==> src/rtl/afg_pkg.sv <==
package afg_pkg;
  parameter int MOD_W = 8;
  parameter int WL_W  = 4;
  parameter int DC_W  = 5;
  parameter int I2S_SLOT = 32;

  localparam int SLOT_NRM = 2 ** (WL_W + 1);
  localparam int SLOT_MAX = (SLOT_NRM > I2S_SLOT) ? SLOT_NRM : I2S_SLOT;
  localparam int BIT_W    = $clog2(SLOT_MAX);
  localparam int WORD_W   = DC_W;
  localparam int BCNT_W   = BIT_W + 1;
  localparam int WCNT_W   = WORD_W + 1;

  typedef struct packed {
    logic              div2;
    logic              pre8;
    logic [MOD_W-1:0]  modulus;
    logic [WL_W-1:0]   wlen;
    logic [DC_W-1:0]   wcnt;
    logic              i2s;
  } afg_cfg_t;

  function automatic logic [BCNT_W-1:0] slot_bits(afg_cfg_t c);
    if (c.i2s) return BCNT_W'(I2S_SLOT);
    return BCNT_W'(2 * (int'(c.wlen) + 1));
  endfunction

  function automatic logic [WCNT_W-1:0] frame_words(afg_cfg_t c);
    if (c.i2s) return WCNT_W'(2);
    return WCNT_W'(int'(c.wcnt) + 1);
  endfunction
endpackage

==> src/rtl/afg_div_stage.sv <==
module afg_div_stage #(
  parameter int RATIO = 8
) (
  input  logic clk,
  input  logic rst,
  input  logic run,
  input  logic bypass,
  input  logic tick_i,
  output logic tick_o
);
  localparam int CW = (RATIO > 1) ? $clog2(RATIO) : 1;
  localparam logic [CW-1:0] LAST = CW'(RATIO - 1);

  logic [CW-1:0] cnt;

  always_ff @(posedge clk) begin
    if (rst || !run) begin
      cnt <= '0;
    end else if (tick_i && !bypass) begin
      cnt <= (cnt == LAST) ? '0 : cnt + 1'b1;
    end
  end

  assign tick_o = bypass ? tick_i : (tick_i && (cnt == LAST));

  AST_STAGE_IDLE: assert property (@(posedge clk) disable iff (rst)
    (!run) |=> (cnt == '0)) else $error("stage counter not cleared");
endmodule

==> src/rtl/afg_bclk_gen.sv <==
module afg_bclk_gen
  import afg_pkg::*;
(
  input  logic             clk,
  input  logic             rst,
  input  logic             run,
  input  logic             tick_i,
  input  logic [MOD_W-1:0] modulus,
  output logic             bclk_o,
  output logic             rise_o
);
  logic [MOD_W-1:0] cnt;
  logic             term;

  assign term   = run && tick_i && (cnt == modulus);
  assign rise_o = term && !bclk_o;

  always_ff @(posedge clk) begin
    if (rst || !run) begin
      cnt    <= '0;
      bclk_o <= 1'b0;
    end else if (tick_i) begin
      if (cnt == modulus) begin
        cnt    <= '0;
        bclk_o <= ~bclk_o;
      end else begin
        cnt <= cnt + 1'b1;
      end
    end
  end

  AST_MOD_BOUND: assert property (@(posedge clk) disable iff (rst)
    cnt <= modulus) else $error("modulus counter overran");
  AST_BCLK_OFF: assert property (@(posedge clk) disable iff (rst)
    (!run) |=> (!bclk_o)) else $error("bit clock running while off");
endmodule

==> src/rtl/afg_frame_seq.sv <==
module afg_frame_seq
  import afg_pkg::*;
#(
  parameter int WARMUP = 4
) (
  input  logic              clk,
  input  logic              rst,
  input  logic              run,
  input  logic              rise_i,
  input  afg_cfg_t          cfg,
  output logic              fsync_o,
  output logic [BIT_W-1:0]  bit_idx_o,
  output logic [WORD_W-1:0] word_idx_o
);
  localparam int WMW = $clog2(WARMUP + 1);
  localparam logic [WMW-1:0] WARM_END = WMW'(WARMUP);

  logic [WMW-1:0]    warm;
  logic              framing;
  logic [BCNT_W-1:0] bw;
  logic [WCNT_W-1:0] nw;
  logic              bit_last, word_last;
  logic [BIT_W-1:0]  nbit;
  logic [WORD_W-1:0] nword;
  logic              fs_next;

  always_comb begin
    bw        = slot_bits(cfg);
    nw        = frame_words(cfg);
    bit_last  = (BCNT_W'(bit_idx_o) == bw - 1'b1);
    word_last = (WCNT_W'(word_idx_o) == nw - 1'b1);
    nbit      = bit_idx_o;
    nword     = word_idx_o;
    if (!framing) begin
      nbit  = '0;
      nword = '0;
    end else if (bit_last) begin
      nbit  = '0;
      nword = word_last ? '0 : word_idx_o + 1'b1;
    end else begin
      nbit  = bit_idx_o + 1'b1;
    end
    if (cfg.i2s) begin
      fs_next = ((nword == '0) && (BCNT_W'(nbit) == bw - 1'b1)) ||
                ((nword == WORD_W'(1)) && (BCNT_W'(nbit) != bw - 1'b1));
    end else begin
      fs_next = (nbit == '0) && (nword == '0);
    end
  end

  always_ff @(posedge clk) begin
    if (rst || !run) begin
      warm       <= '0;
      framing    <= 1'b0;
      bit_idx_o  <= '0;
      word_idx_o <= '0;
      fsync_o    <= 1'b0;
    end else if (rise_i) begin
      if (warm != WARM_END) begin
        warm <= warm + 1'b1;
      end else begin
        framing    <= 1'b1;
        bit_idx_o  <= nbit;
        word_idx_o <= nword;
        fsync_o    <= fs_next;
      end
    end
  end

  AST_BIT_RANGE: assert property (@(posedge clk) disable iff (rst)
    BCNT_W'(bit_idx_o) < bw) else $error("bit index out of word");
  AST_WORD_RANGE: assert property (@(posedge clk) disable iff (rst)
    WCNT_W'(word_idx_o) < nw) else $error("word index out of frame");
  AST_FS_AT_START: assert property (@(posedge clk) disable iff (rst)
    (fsync_o && !cfg.i2s) |-> (bit_idx_o == '0 && word_idx_o == '0)) else $error("sync pulse off frame start");
  AST_I2S_WS_LEVEL: assert property (@(posedge clk) disable iff (rst)
    (cfg.i2s && framing && BCNT_W'(bit_idx_o) != bw - 1'b1) |-> (fsync_o == (word_idx_o == WORD_W'(1)))) else $error("word select wrong");
  AST_WARM_QUIET: assert property (@(posedge clk) disable iff (rst)
    (warm != WARM_END) |-> (!fsync_o && !framing)) else $error("sync during warm-up");
endmodule

==> src/rtl/audio_frame_clkgen.sv <==
module audio_frame_clkgen
  import afg_pkg::*;
#(
  parameter int WARMUP = 4
) (
  input  logic              clk,
  input  logic              rst,
  input  logic              en,
  input  logic              cfg_div2,
  input  logic              cfg_pre8,
  input  logic [MOD_W-1:0]  cfg_modulus,
  input  logic [WL_W-1:0]   cfg_wlen,
  input  logic [DC_W-1:0]   cfg_wcnt,
  input  logic              cfg_i2s,
  output logic              bclk_o,
  output logic              fsync_o,
  output logic [BIT_W-1:0]  bit_idx_o,
  output logic [WORD_W-1:0] word_idx_o
);
  localparam int NSTG = 2;

  afg_cfg_t        cfg_q;
  logic [NSTG:0]   tk;
  logic [NSTG-1:0] byp;
  logic            bclk_rise;

  always_ff @(posedge clk) begin
    if (rst) begin
      cfg_q <= '0;
    end else if (!en) begin
      cfg_q <= '{div2: cfg_div2, pre8: cfg_pre8, modulus: cfg_modulus,
                 wlen: cfg_wlen, wcnt: cfg_wcnt, i2s: cfg_i2s};
    end
  end

  assign tk[0] = 1'b1;
  assign byp   = {~cfg_q.div2, ~cfg_q.pre8};

  for (genvar gi = 0; gi < NSTG; gi++) begin : g_stage
    afg_div_stage #(.RATIO((gi == 0) ? 8 : 2)) u_stg (
      .clk    (clk),
      .rst    (rst),
      .run    (en),
      .bypass (byp[gi]),
      .tick_i (tk[gi]),
      .tick_o (tk[gi+1])
    );
  end

  afg_bclk_gen u_bclk (
    .clk     (clk),
    .rst     (rst),
    .run     (en),
    .tick_i  (tk[NSTG]),
    .modulus (cfg_q.modulus),
    .bclk_o  (bclk_o),
    .rise_o  (bclk_rise)
  );

  afg_frame_seq #(.WARMUP(WARMUP)) u_seq (
    .clk        (clk),
    .rst        (rst),
    .run        (en),
    .rise_i     (bclk_rise),
    .cfg        (cfg_q),
    .fsync_o    (fsync_o),
    .bit_idx_o  (bit_idx_o),
    .word_idx_o (word_idx_o)
  );

  // port-level rise counter used only by the checks below
  logic       bclk_d;
  logic [3:0] rises_seen;
  always_ff @(posedge clk) begin
    if (rst || !en) begin
      bclk_d     <= 1'b0;
      rises_seen <= '0;
    end else begin
      bclk_d <= bclk_o;
      if (bclk_o && !bclk_d && rises_seen != 4'hF) rises_seen <= rises_seen + 1'b1;
    end
  end

  AST_FS_ON_BCLK_RISE: assert property (@(posedge clk) disable iff (rst)
    $rose(fsync_o) |-> $rose(bclk_o)) else $error("sync rose off bit-clock edge");
  AST_FS_FALL_ON_RISE: assert property (@(posedge clk) disable iff (rst)
    ($fell(fsync_o) && en && $past(en)) |-> $rose(bclk_o)) else $error("sync fell off bit-clock edge");
  AST_CFG_FROZEN: assert property (@(posedge clk) disable iff (rst)
    (en && $past(en)) |-> $stable(cfg_q)) else $error("config moved while enabled");
  AST_FIRST_FS_LATE: assert property (@(posedge clk) disable iff (rst)
    $rose(fsync_o) |-> (rises_seen >= 4'(WARMUP))) else $error("sync too soon after enable");
endmodule

==> config.mk <==
export PLATFORM = sky130hd
export DESIGN_NAME = audio_frame_clkgen
export DESIGN_NICKNAME = d
export VERILOG_FILES = /design/src/rtl/afg_pkg.sv /design/src/rtl/afg_div_stage.sv /design/src/rtl/afg_bclk_gen.sv /design/src/rtl/afg_frame_seq.sv /design/src/rtl/audio_frame_clkgen.sv
export SDC_FILE = /design/constraint.sdc
export NUM_CORES = 1
export LEC_CHECK = 0
export ABC_AREA = 0
export BUFFER_PORTS_ARGS = -buffer_cell sky130_fd_sc_hd__clkbuf_2
export CORE_MARGIN = 4
export CORE_UTILIZATION = 55
export CTS_CLUSTER_DIAMETER = 120
export DETAILED_ROUTE_END_ITERATION = 7
export PLACE_DENSITY_LB_ADDON = 0.25
export SLEW_MARGIN = 10
export SYNTH_ARGS = -nofsm -noshare
export SYNTH_HDL_FRONTEND = slang
export SYNTH_SLANG_ARGS = --single-unit
export TNS_END_PERCENT = 30
==> constraint.sdc <==
create_clock -name clk -period 6.8 [get_ports clk]
set_input_delay 1.7 -clock clk [delete_from_list [all_inputs] [get_ports clk]]
set_output_delay 1.7 -clock clk [all_outputs]
set_load 0.1 [all_outputs]
== Yosys cells after proc, flatten, opt, wreduce, memory -nomap -nowiden ==
Index checks and enable logic that the tools add are counted.

* Logic and storage cells: 68
* Register bits: 48
* Output and inout port bits: 12
* Input port bits: 23

* Bitwise gates (word level): 2
* Add/sub/neg operators: 10
* Multiplexer cells: 16
* Eq/ne operators: 8
* Reduce and logical (&&, ||, !) cells: 17

{| class="wikitable"
|+ Operator list
! operator !! number
|-
| 2-to-1 mux 5 bit || 5
|-
| 2-to-1 mux 6 bit || 4
|-
| equality test 5 x 6 -> 1 bit || 3
|-
| subtractor 6 x 1 -> 6 bit, second input constant || 2
|-
| adder 5 x 1 -> 5 bit, second input constant || 2
|-
| logical NOT 5 bit || 2
|-
| adder 8 x 1 -> 8 bit, second input constant || 1
|-
| equality test 8 bit || 1
|-
| logical AND 1 bit || 8
|-
| 2-to-1 mux 8 bit || 1
|-
| adder 3 x 1 -> 3 bit, second input constant || 2
|-
| adder 5 x 1 -> 6 bit, second input constant || 1
|-
| inequality test 5 x 6 -> 1 bit || 1
|-
| AND reduction 2 bit || 3
|-
| adder 4 x 1 -> 5 bit, second input constant || 1
|-
| equality test 5 x 1 -> 1 bit, second input constant || 1
|-
| 2-to-1 mux 1 bit || 5
|-
| equality test 3 bit, second input constant || 1
|-
| 2-to-1 mux 3 bit || 1
|-
| inequality test 3 bit, second input constant || 1
|-
| logical NOT 1 bit || 2
|-
| logical OR 1 bit || 2
|-
| inverter 1 bit || 2
|-
| adder 1 bit, second input constant || 1
|}

== Logic depth before layout (Yosys ltp) ==
Gate-level depths: netlist of the first run.

* Word-level depth: 11
* Mapped depth: 13
* Mapped depth without buffers: 12

== Cells and area by module ==
From an unflattened synthesis of the first run, not the netlist that was laid out.

* Cell total of the unflattened synthesis: 369
* Area, all modules: 3072.9 um^2

{| class="wikitable"
|+ By module, submodules not included
! module !! cells each !! area an instance (um^2) !! sequential area each (um^2) !! instances
|-
| afg_frame_seq || 225 || 1644.1 || 300.3 || 1
|-
| audio_frame_clkgen || 67 || 716.9 || 400.4 || 1
|-
| afg_bclk_gen || 56 || 485.5 || 180.2 || 1
|-
| afg_div_stage (g_stage[0].u_stg) || 16 || 163.9 || 60.1 || 1
|-
| afg_div_stage (g_stage[1].u_stg) || 5 || 62.6 || 20.0 || 1
|}

== Worst setup path after synthesis of the first run ==
Ideal clock, no wire load.

* Kind: flip-flop to flip-flop
* Start: reg u_seq.bit_idx_o[4]
* End: reg u_seq.word_idx_o[0]
* Arrival time: 3051 ps
* Buffers on the path: 1
* Stages on the path, launching flop included: 11
* Slack: 3679 ps
* Period minus slack after synthesis: 3121 ps
* Data required time: 6730 ps
* Library setup time: 70 ps
* Path through: dfxtp_1 -> clkbuf_1 -> nand4b_1 -> a2111oi_0 -> o21bai_1 -> and4bb_1 -> nand2_4 -> o21ai_1 -> or2_2 -> or3_1 -> a21oi_1

* Longest elaborated chain between the ends: 3

{| class="wikitable"
|+ Ends and longest elaborated chain
! what !! RTL line !! RTL
|-
| start, declared || afg_frame_seq.sv:12 || <nowiki>output logic [BIT_W-1:0] bit_idx_o,</nowiki>
|-
| start signal, assigned || afg_frame_seq.sv:63 || <nowiki>bit_idx_o <= nbit;</nowiki>
|-
| equality test 5 x 6 -> 1 bit || afg_frame_seq.sv:30 || <nowiki>bit_last = (BCNT_W'(bit_idx_o) == bw - 1'b1);</nowiki>
|-
| 2-to-1 mux 5 bit || afg_frame_seq.sv:37 || <nowiki>end else if (bit_last) begin</nowiki>
|-
| 2-to-1 mux 5 bit || afg_frame_seq.sv:34 || <nowiki>if (!framing) begin</nowiki>
|-
| end signal, assigned || afg_frame_seq.sv:64 || <nowiki>word_idx_o <= nword;</nowiki>
|-
| end, declared || afg_frame_seq.sv:13 || <nowiki>output logic [WORD_W-1:0] word_idx_o</nowiki>
|}

No other way between the ends.
A chain may end at the register's enable or synchronous reset.

== Worst setup path in the final report of the first run ==
* Start: in en
* End: reg u_seq.word_idx_o[0]

* Longest elaborated chain between the ends: 4
* Elaborated cells on any way between the ends: 6
* Those cells by class: reduce/logical: 6

{| class="wikitable"
|+ Ends and longest elaborated chain
! what !! RTL line !! RTL
|-
| start, declared || audio_frame_clkgen.sv:8 || <nowiki>input logic en,</nowiki>
|-
| logical AND 1 bit (2 in a row) || afg_bclk_gen.sv:15 || <nowiki>assign term = run && tick_i && (cnt == modulus);</nowiki>
|-
| logical AND 1 bit || afg_bclk_gen.sv:16 || <nowiki>assign rise_o = term && !bclk_o;</nowiki>
|-
| AND reduction 2 bit (no line) || - ||
|}

Parallel ways exist; a longest one is shown, timed or not.

==> results of run 1 <==
[metal layers]
layer,part of all wire (%),vias up
met4,1.3,0
met1,45,1098
met3,4.7,7
met5,0,-
met2,49,38
li1,-,1204
[state kept, by name, summed over array words and instances (netlist names)]
signal,cells
u_seq.framing,1
u_bclk.bclk_o,1
cfg_q,20
u_bclk.cnt,8
u_seq.bit_idx_o,5
u_seq.fsync_o,1
u_seq.word_idx_o,5
u_seq.warm,3
g_stage.u_stg.cnt,4
[final timing paths]
check                           cells after the start                 endpoint                     from  slack, ns
worst max-delay path                                6      u_seq.word_idx_o[0]                       en       3.13
worst min-delay path                                2  g_stage[0].u_stg.cnt[1]  g_stage[0].u_stg.cnt[1]       0.48
worst max register to register                     12            u_seq.fsync_o                 cfg_q[0]       3.18
worst min register to register                      2  g_stage[0].u_stg.cnt[1]  g_stage[0].u_stg.cnt[1]       0.48
[logic make-up (layout without fill, tap and decap cells)]
logic type | count (synthesis) | in the layout | synth area share [%]
compound gates | 46 | 46 | 11.5
mux | 28 | 28 | 10.0
fa+ha+maj | 11 | 11 | 4.93
buf+inv | 30 | 56 | 4.03
simple gates | 133 | 133 | 24.6
xor+xnor | 32 | 32 | 10.5
flops | 48 | 48 | 34.4
[where the power goes]
part	switching, mW	internal, mW	total, mW
clock	0.0961	0.109	0.205
sequential	0.0110	0.290	0.301
combinational	0.0412	0.0368	0.0780
total	0.148	0.435	0.584
[worst min-delay path, cell delays in order (launching register included)]
cell	delay (ns)
dfxtp_1	0.32
nand2b_1	0.07
a21oi_1	0.05
[per-stage QoR]
step | utilization [%] | hold WS (ns) | total power [mW] | instance area, µm² | std cells
2_1_floorplan | - | 0.449 | 0.366 | 2790 | 328
3_3_place_gp | 62.0 | 0.465 | 0.383 | 2990 | 413
3_5_place_dp | 62.0 | 0.479 | 0.386 | 2990 | 413
4_1_cts | 64.3 | 0.493 | 0.589 | 3100 | 421
5_1_grt | 64.3 | 0.504 | 0.614 | 3100 | 421
6_report | 64.3 | 0.484 | 0.584 | 3100 | 421
[final cells by class]
type	count	share of cell area (%)
Clock buffer	5	2.22
Clock inverter	3	1.37
Inverter	14	1.70
Multi-Input combinational cell	250	55.5
Sequential cell	48	31.0
Tap cell	67	2.70
Timing Repair Buffer	34	5.49
[cells in the final DEF (no fill, tap or decap), drive strengths merged, types with 10 or more instances in the layout]
master / netlist / layout
a21oi: 15 / 15
or3: 10 / 10
ha: 11 / 11
inv: 14 / 14
xor2: 20 / 20
mux2i: 28 / 28
nor2: 44 / 44
nand2: 19 / 19
clkbuf: 12 / 39
dfxtp: 48 / 48
nand3: 10 / 10
xnor2: 11 / 11
==> flow_summary.toml, run 1 <==
[yosys]
yosysTopAreaCellShare_pct = 34.4
synth-edff-count = 0
ys_seq_area_share_pct = 34.4
synth_cell_type_count = 50
ys.flop_type = "dfxtp_1"
synthTopCellsByArea = "dfxtp_1 (34%), mux2i_1 (10%), xor2_1 (6.3%)"
synth_fp_nets = 362
syn-cell-area_mm2 = 0.00279
syn_area_per_cell_um2 = 8.52
syn_inst = 328
ys_ff_latch = 48
async_reset_ff_share_pct = 0
synth_top_area_cell = "dfxtp_1"
synth.most_common_cell = "dfxtp_1"
synth_commonest_cells = "dfxtp_1 (48), nor2_1 (44), mux2i_1 (28)"
synth_warnings = 0

[run_status]
status = "complete, no violations"

[clocking]
cts-htree-levels = 2
post_cts_buffers = 0
ctsResizeCount = 0
cts_inserted_buffers = 5
clock_sinks = 48
cts_hold_buf = 0
cts_max_path_buffers = 2
cts_tree = "yes"
clock_latency_ns = 0.31
clockRootBuffer = "clkbuf_8"
clk_pin_slew_worst_paths_ns = 0.09

[final_layout]
drive_above_1_share_pct = 13.8
diodes = 0
regArea_um2 = 961
layout.nets = 387
fillers = 444
area_delta_synth_final_pct = 10.9
multi_input_area_mm2 = 0.00172

[timing]
finalClockSkew_ns = 0.00877
rsz0062_at_grt = "false"
setup_tns_ns = 0
fmax_ghz = 0.272
hold_viol_final = 0
tightest_slew_ns = 0.825
finalMaxSlewViolations = 0
final-setup-viol-count = 0
setup_slack_ns = 3.13
period_needed_ns = 3.67
relSlewSlack_pct = 45.0
period_share_pct = 54.0

[min_path]
hold_class = "reg -> reg"

[die]
rows = 25
io_pins = 35
coreArea_mm2 = 0.00482
die_w_um = 79.3
dieArea_mm2 = 0.00628
fp.dieH_um = 79.3
initial_core_util_pct = 58.0

[global_route]
grt_util_all_layers_pct = 19.9
grt_pass1_wl_mm = 10.2
use_met3_pct = 4.65
busiest_layer = "met2"
grt_max_degree = 23
grt_use_met2_pct = 35.6
grt.overflow.total = 0
antenna_found_initial = 0
grt_pass1_vias = 2308
met1_usage_pct = 23.3

[setup_path]
crit_path_end_kind = "flip-flop"
cpPeakStageDelay_ns = 0.53
cp.required_ns = 7.03
path_class = "in -> reg"
path_buf_inv = 1
slowest_stage = "clkbuf_2"
startpoint_type = "primary input"
cp_top_family = "simple AND/OR/NAND/NOR gates"
worstPathMaxFanout = 22
path_cells = "clkbuf_2 > and3b_1 > nand3_1 > or2_2 > or3_1 > a21oi_1"
critPathArrivalTime_ns = 3.90

[routing]
vias_per_cell = 5.57
vias = 2347
routed_wl_mm = 5.70
final_antenna_net_count = 0
drtPass1Iterations = 4
remaining_drc_errors = 0
post_drt_wl_per_cell_um = 13.5
initialDrtViolationCount = 124

[power_and_ir_drop]
power_density_mw_per_mm2 = 188
total_leakage_power_nw = 1.34
ir_drop_v = 0.000138

[flow_run]
maxCapViolCount = 0

[place]
portBuffers = 34
gp_congestion = 0.855
dp_slack_ns = 2.83
dp_hpwl_mm = 4.31
Power figures use the tool's default switching activity.
==> inputs of run 2 (changes only) <==
- clock period: 6.8 -> 3.65 ns (I/O delays scaled with it)
==> flow_summary.toml, run 2 (synthesis gave the netlist of run 1 again) <==
[die]
coreArea_mm2 = 0.00482
rows = 25
die_w_um = 79.3
dieArea_mm2 = 0.00628
io_pins = 35
initial_core_util_pct = 58.0
fp.dieH_um = 79.3

[setup_path]
worstPathMaxFanout = 10
startpoint_type = "flip-flop"
path_class = "reg -> reg"
r2r-start = "cfg_q[6]"
cpPeakStageDelay_ns = 0.49
critPathArrivalTime_ns = 3.38
cp-startpoint = "cfg_q[6]"
slowest_stage = "or4_1"
path_cells = "ha_1 > nand2_1 > ha_1 > o41ai_1 > a41oi_1 > a21bo_1 > a2111oi_4 > nand2_4 > or4_1 > a21boi_1 > o211ai_1 > o41ai_2"
cp.required_ns = 3.86
cp_common_cell = "ha_1"
cp_top_family = "compound AO/OA/AOI/OAI gates"
crit_path_end_kind = "flip-flop"
path_buf_inv = 0

[clocking]
post_cts_buffers = 0
cts_max_path_buffers = 2
cts_hold_buf = 0
clock_sinks = 48
cts_inserted_buffers = 5
cts_tree = "yes"
clk_pin_slew_worst_paths_ns = 0.09
clockRootBuffer = "clkbuf_8"
clock_latency_ns = 0.30
ctsResizeCount = 0
cts-htree-levels = 2

[timing]
final-setup-viol-count = 0
relSlewSlack_pct = 63.4
finalMaxSlewViolations = 0
setup_tns_ns = 0
finalClockSkew_ns = 0.00878
period_needed_ns = 3.16
fmax_ghz = 0.316
rsz0062_at_grt = "false"
hold_viol_final = 0
tightest_slew_ns = 0.552
period_share_pct = 86.7

[global_route]
grt_util_all_layers_pct = 19.7
antenna_found_initial = 0
grt_max_degree = 22
grt_pass1_wl_mm = 9.98
grt_pass1_vias = 2245
grt.overflow.total = 0

[place]
dp.cells = 418
gp_congestion = 0.845
dp_hpwl_mm = 4.37
portBuffers = 34

[flow_run]
maxCapViolCount = 0

[routing]
post_drt_wl_per_cell_um = 13.4
final_antenna_net_count = 0
wl_met1_mm = 2.64
dr_wl_met2_mm = 2.82
vias_per_cell = 5.59
drtPass1Iterations = 5
vias = 2382
initialDrtViolationCount = 168
remaining_drc_errors = 0
met3_length_um = 188
maxUsedRoutingLayer = "met4"
routed_wl_mm = 5.72

[final_layout]
final_common_cell = "dfxtp_1"
reg_top3 = "cfg_q: 20 flops, u_bclk.cnt: 8 flops"
largest_reg_flops = 20
drive_above_1_share_pct = 15.0
layout.nets = 392
multi_input_area_mm2 = 0.00172
regMostFlops = "cfg_q"
fin_util_pct = 65.1
regArea_um2 = 961
most-common-layout-cells = "dfxtp_1 (48), nor2_1 (44), clkbuf_2 (34)"
area_delta_synth_final_pct = 12.3
fillers = 421
diodes = 0
fin_cells = 426

[run_status]
status = "complete, no violations"

[power_and_ir_drop]
ir_drop_v = 0.000273
power_density_mw_per_mm2 = 348
finalPower_mw = 1.09
total_leakage_power_nw = 1.36

[min_path]
min_from = "g_stage[0].u_stg.cnt[1]"
hold_class = "reg -> reg"
==> run 2: cell types whose count changed in the layout (fill, tap and decap cells not counted) <==
cell and change:
buf_4 +5
==> run 2: final cells by class <==
cell class / instances / share of cell area (%)
clock buffers: 5 / 2.19
clock inverters: 3 / 1.36
inverters: 14 / 1.68
multi-input cells: 250 / 54.8
flip-flops and latches: 48 / 30.6
well taps: 67 / 2.67
repair buffers: 39 / 6.62
==> run 2: final timing paths <==
| kind | to | slack (ns) | depth (start not counted) |
|---|---|---|---|
| setup / recovery | u_seq.fsync_o | 0.49 | 12 |
| hold / removal | g_stage[0].u_stg.cnt[1] | 0.49 | 2 |
| setup reg to reg | u_seq.fsync_o | 0.49 | 12 |
| hold reg to reg | g_stage[0].u_stg.cnt[1] | 0.49 | 2 |
==> run 2: power by group <==
group | internal [mW] | leakage (nW) | switching [mW] | total, mW
registers | 0.540 | 0.391 | 0.0170 | 0.557
clock network | 0.203 | 0.0541 | 0.177 | 0.380
logic | 0.0720 | 0.915 | 0.0815 | 0.153
total | 0.814 | 1.36 | 0.276 | 1.09
==> run 2: worst min-delay path: cells and delay by family (launching register included) <==
| family | cells | cell delay [ns] |
|---|---|---|
| AND/OR/NAND/NOR | 1 | 0.07 |
| flip-flops | 1 | 0.32 |
| AO/OA/AOI/OAI | 1 | 0.05 |
==> run 2: metal layers <==
layer  vias to the layer above  track usage, %
li1                       1222               -
met3                         7            4.54
met5                         -               0
met2                        36            34.8
met4                         0            6.87
met1                      1117            23.4
==> run 2: stage by stage <==
| step | hold slack, ns | area [µm²] | setup slack [ns] |
|---|---|---|---|
| finish | 0.489 | 3140 | 0.485 |
| global route | 0.515 | 3140 | 0.260 |
| CTS | 0.495 | 3140 | 0.472 |
| detailed placement | 0.481 | 3030 | 0.490 |
| global placement | 0.465 | 3030 | 0.639 |
| floorplan | 0.449 | 2790 | 0.529 |
==> inputs of run 3 (changes only) <==
- MAX_ROUTING_LAYER: default -> met4
==> flow_summary.toml, run 3 (synthesis gave the netlist of run 1 again) <==
[final_layout]
layout.nets = 392
fin_util_pct = 65.1
most-common-layout-cells = "dfxtp_1 (48), nor2_1 (44), clkbuf_2 (34)"
area_delta_synth_final_pct = 12.3
drive_above_1_share_pct = 15.0
largest_reg_flops = 20
reg_top3 = "cfg_q: 20 flops, u_bclk.cnt: 8 flops"
regMostFlops = "cfg_q"
final_common_cell = "dfxtp_1"
fin_cells = 426
diodes = 0
fin_area_mm2 = 0.00314

[timing]
period_needed_ns = 3.16
timing.hold.ws_ns = 0.489
period_share_pct = 86.7
finalMaxSlewViolations = 0
hold_viol_final = 0
rsz0062_at_grt = "false"
setup_tns_ns = 0
finalClockSkew_ns = 0.00900
tightest_slew_ns = 0.552
setup_slack_ns = 0.487
fmax_ghz = 0.316
final-setup-viol-count = 0
relSlewSlack_pct = 63.3

[power_and_ir_drop]
finalPower_mw = 1.09
ir_drop_v = 0.000273
p_seq_share_pct = 51.1
clockPowerShare_pct = 34.9
power_density_mw_per_mm2 = 347
total_leakage_power_nw = 1.36
p_switching_mw = 0.276
power_switching_share_pct = 25.3
pwr-share-comb_pct = 14.1
p_int_mw = 0.814

[global_route]
grt_pass1_wl_mm = 10.0
grt_util_all_layers_pct = 20.3
grt.overflow.total = 0
grt_max_degree = 22
grt_pass1_vias = 2249
antenna_found_initial = 0

[setup_path]
cp_top_family = "compound AO/OA/AOI/OAI gates"
cpPeakStageDelay_ns = 0.49
cp_common_cell = "ha_1"
path_cells = "ha_1 > nand2_1 > ha_1 > o41ai_1 > a41oi_1 > a21bo_1 > a2111oi_4 > nand2_4 > or4_1 > a21boi_1 > o211ai_1 > o41ai_2"
crit_path_end_kind = "flip-flop"
worstPathMaxFanout = 10
path_class = "reg -> reg"
path_buf_inv = 0
slowest_stage = "or4_1"
cp.required_ns = 3.86
startpoint_type = "flip-flop"
critPathArrivalTime_ns = 3.37
regToRegSetupSlack_ns = 0.49

[routing]
vias = 2383
initialDrtViolationCount = 149
drtPass1Iterations = 4
remaining_drc_errors = 0
vias_per_cell = 5.59
final_antenna_net_count = 0
routed_wl_mm = 5.73
post_drt_wl_per_cell_um = 13.4

[die]
initial_core_util_pct = 58.0
die_w_um = 79.3
coreArea_mm2 = 0.00482
io_pins = 35
fp.dieH_um = 79.3
rows = 25
dieArea_mm2 = 0.00628

[clocking]
cts-htree-levels = 2
cts_inserted_buffers = 5
clockRootBuffer = "clkbuf_8"
post_cts_buffers = 0
cts_tree = "yes"
cts_max_path_buffers = 2
ctsResizeCount = 0
cts_hold_buf = 0
clk_pin_slew_worst_paths_ns = 0.09
clock_latency_ns = 0.30
clock_sinks = 48

[place]
placed_area_mm2 = 0.00303
dp.cells = 418
dp_hpwl_mm = 4.37
gp_congestion = 0.858
dp_slack_ns = 0.490
portBuffers = 34

[min_path]
hold_class = "reg -> reg"

[run_status]
status = "complete, no violations"

[flow_run]
maxCapViolCount = 0
run 3: cell counts in the layout (fill, tap and decap cells not counted):
Identical to the previous run, type by type.
run 3: tightest hold or removal path, delay by kind of cell, from the launching register on:
family             cells  cell delay (ns)
and+or+nand+nor        1             0.07
DFF                    1             0.32
AOI/OAI and AO/OA      1             0.05
run 3: worst paths after layout:
kind / from / end / cells past startpoint
setup reg to reg: cfg_q[6] / u_seq.fsync_o / 12
hold reg to reg: g_stage[0].u_stg.cnt[1] / g_stage[0].u_stg.cnt[1] / 2
setup / recovery: cfg_q[6] / u_seq.fsync_o / 12
hold / removal: g_stage[0].u_stg.cnt[1] / g_stage[0].u_stg.cnt[1] / 2
run 3: power by group through the flow:
| stage | sequential [mW] | clock, mW | combinational [mW] |
|---|---|---|---|
| after floorplan | 0.569 | 0 | 0.114 |
| after global placement | 0.568 | 0 | 0.149 |
| after detailed placement | 0.569 | 0 | 0.154 |
| after CTS | 0.557 | 0.393 | 0.155 |
| after global routing | 0.560 | 0.409 | 0.173 |
| final | 0.556 | 0.380 | 0.153 |
run 3: per-layer routing:
layer	GRT usage [%]	wire (µm)	vias to the layer above
met3	4.31	196	7
met2	34.6	2820	40
li1	-	-	1223
met1	23.8	2630	1113
met4	6.87	72	0
met5	-	0	-
run 3: layout make-up:
cell class / instances / area (µm²)
multi-input combinational: 250 / 1720
fill: 421 / 1680
sequential: 48 / 961
timing repair buffer: 39 / 208
tap: 67 / 83.8
clock buffer: 5 / 68.8
inverter: 14 / 52.6
clock inverter: 3 / 42.5
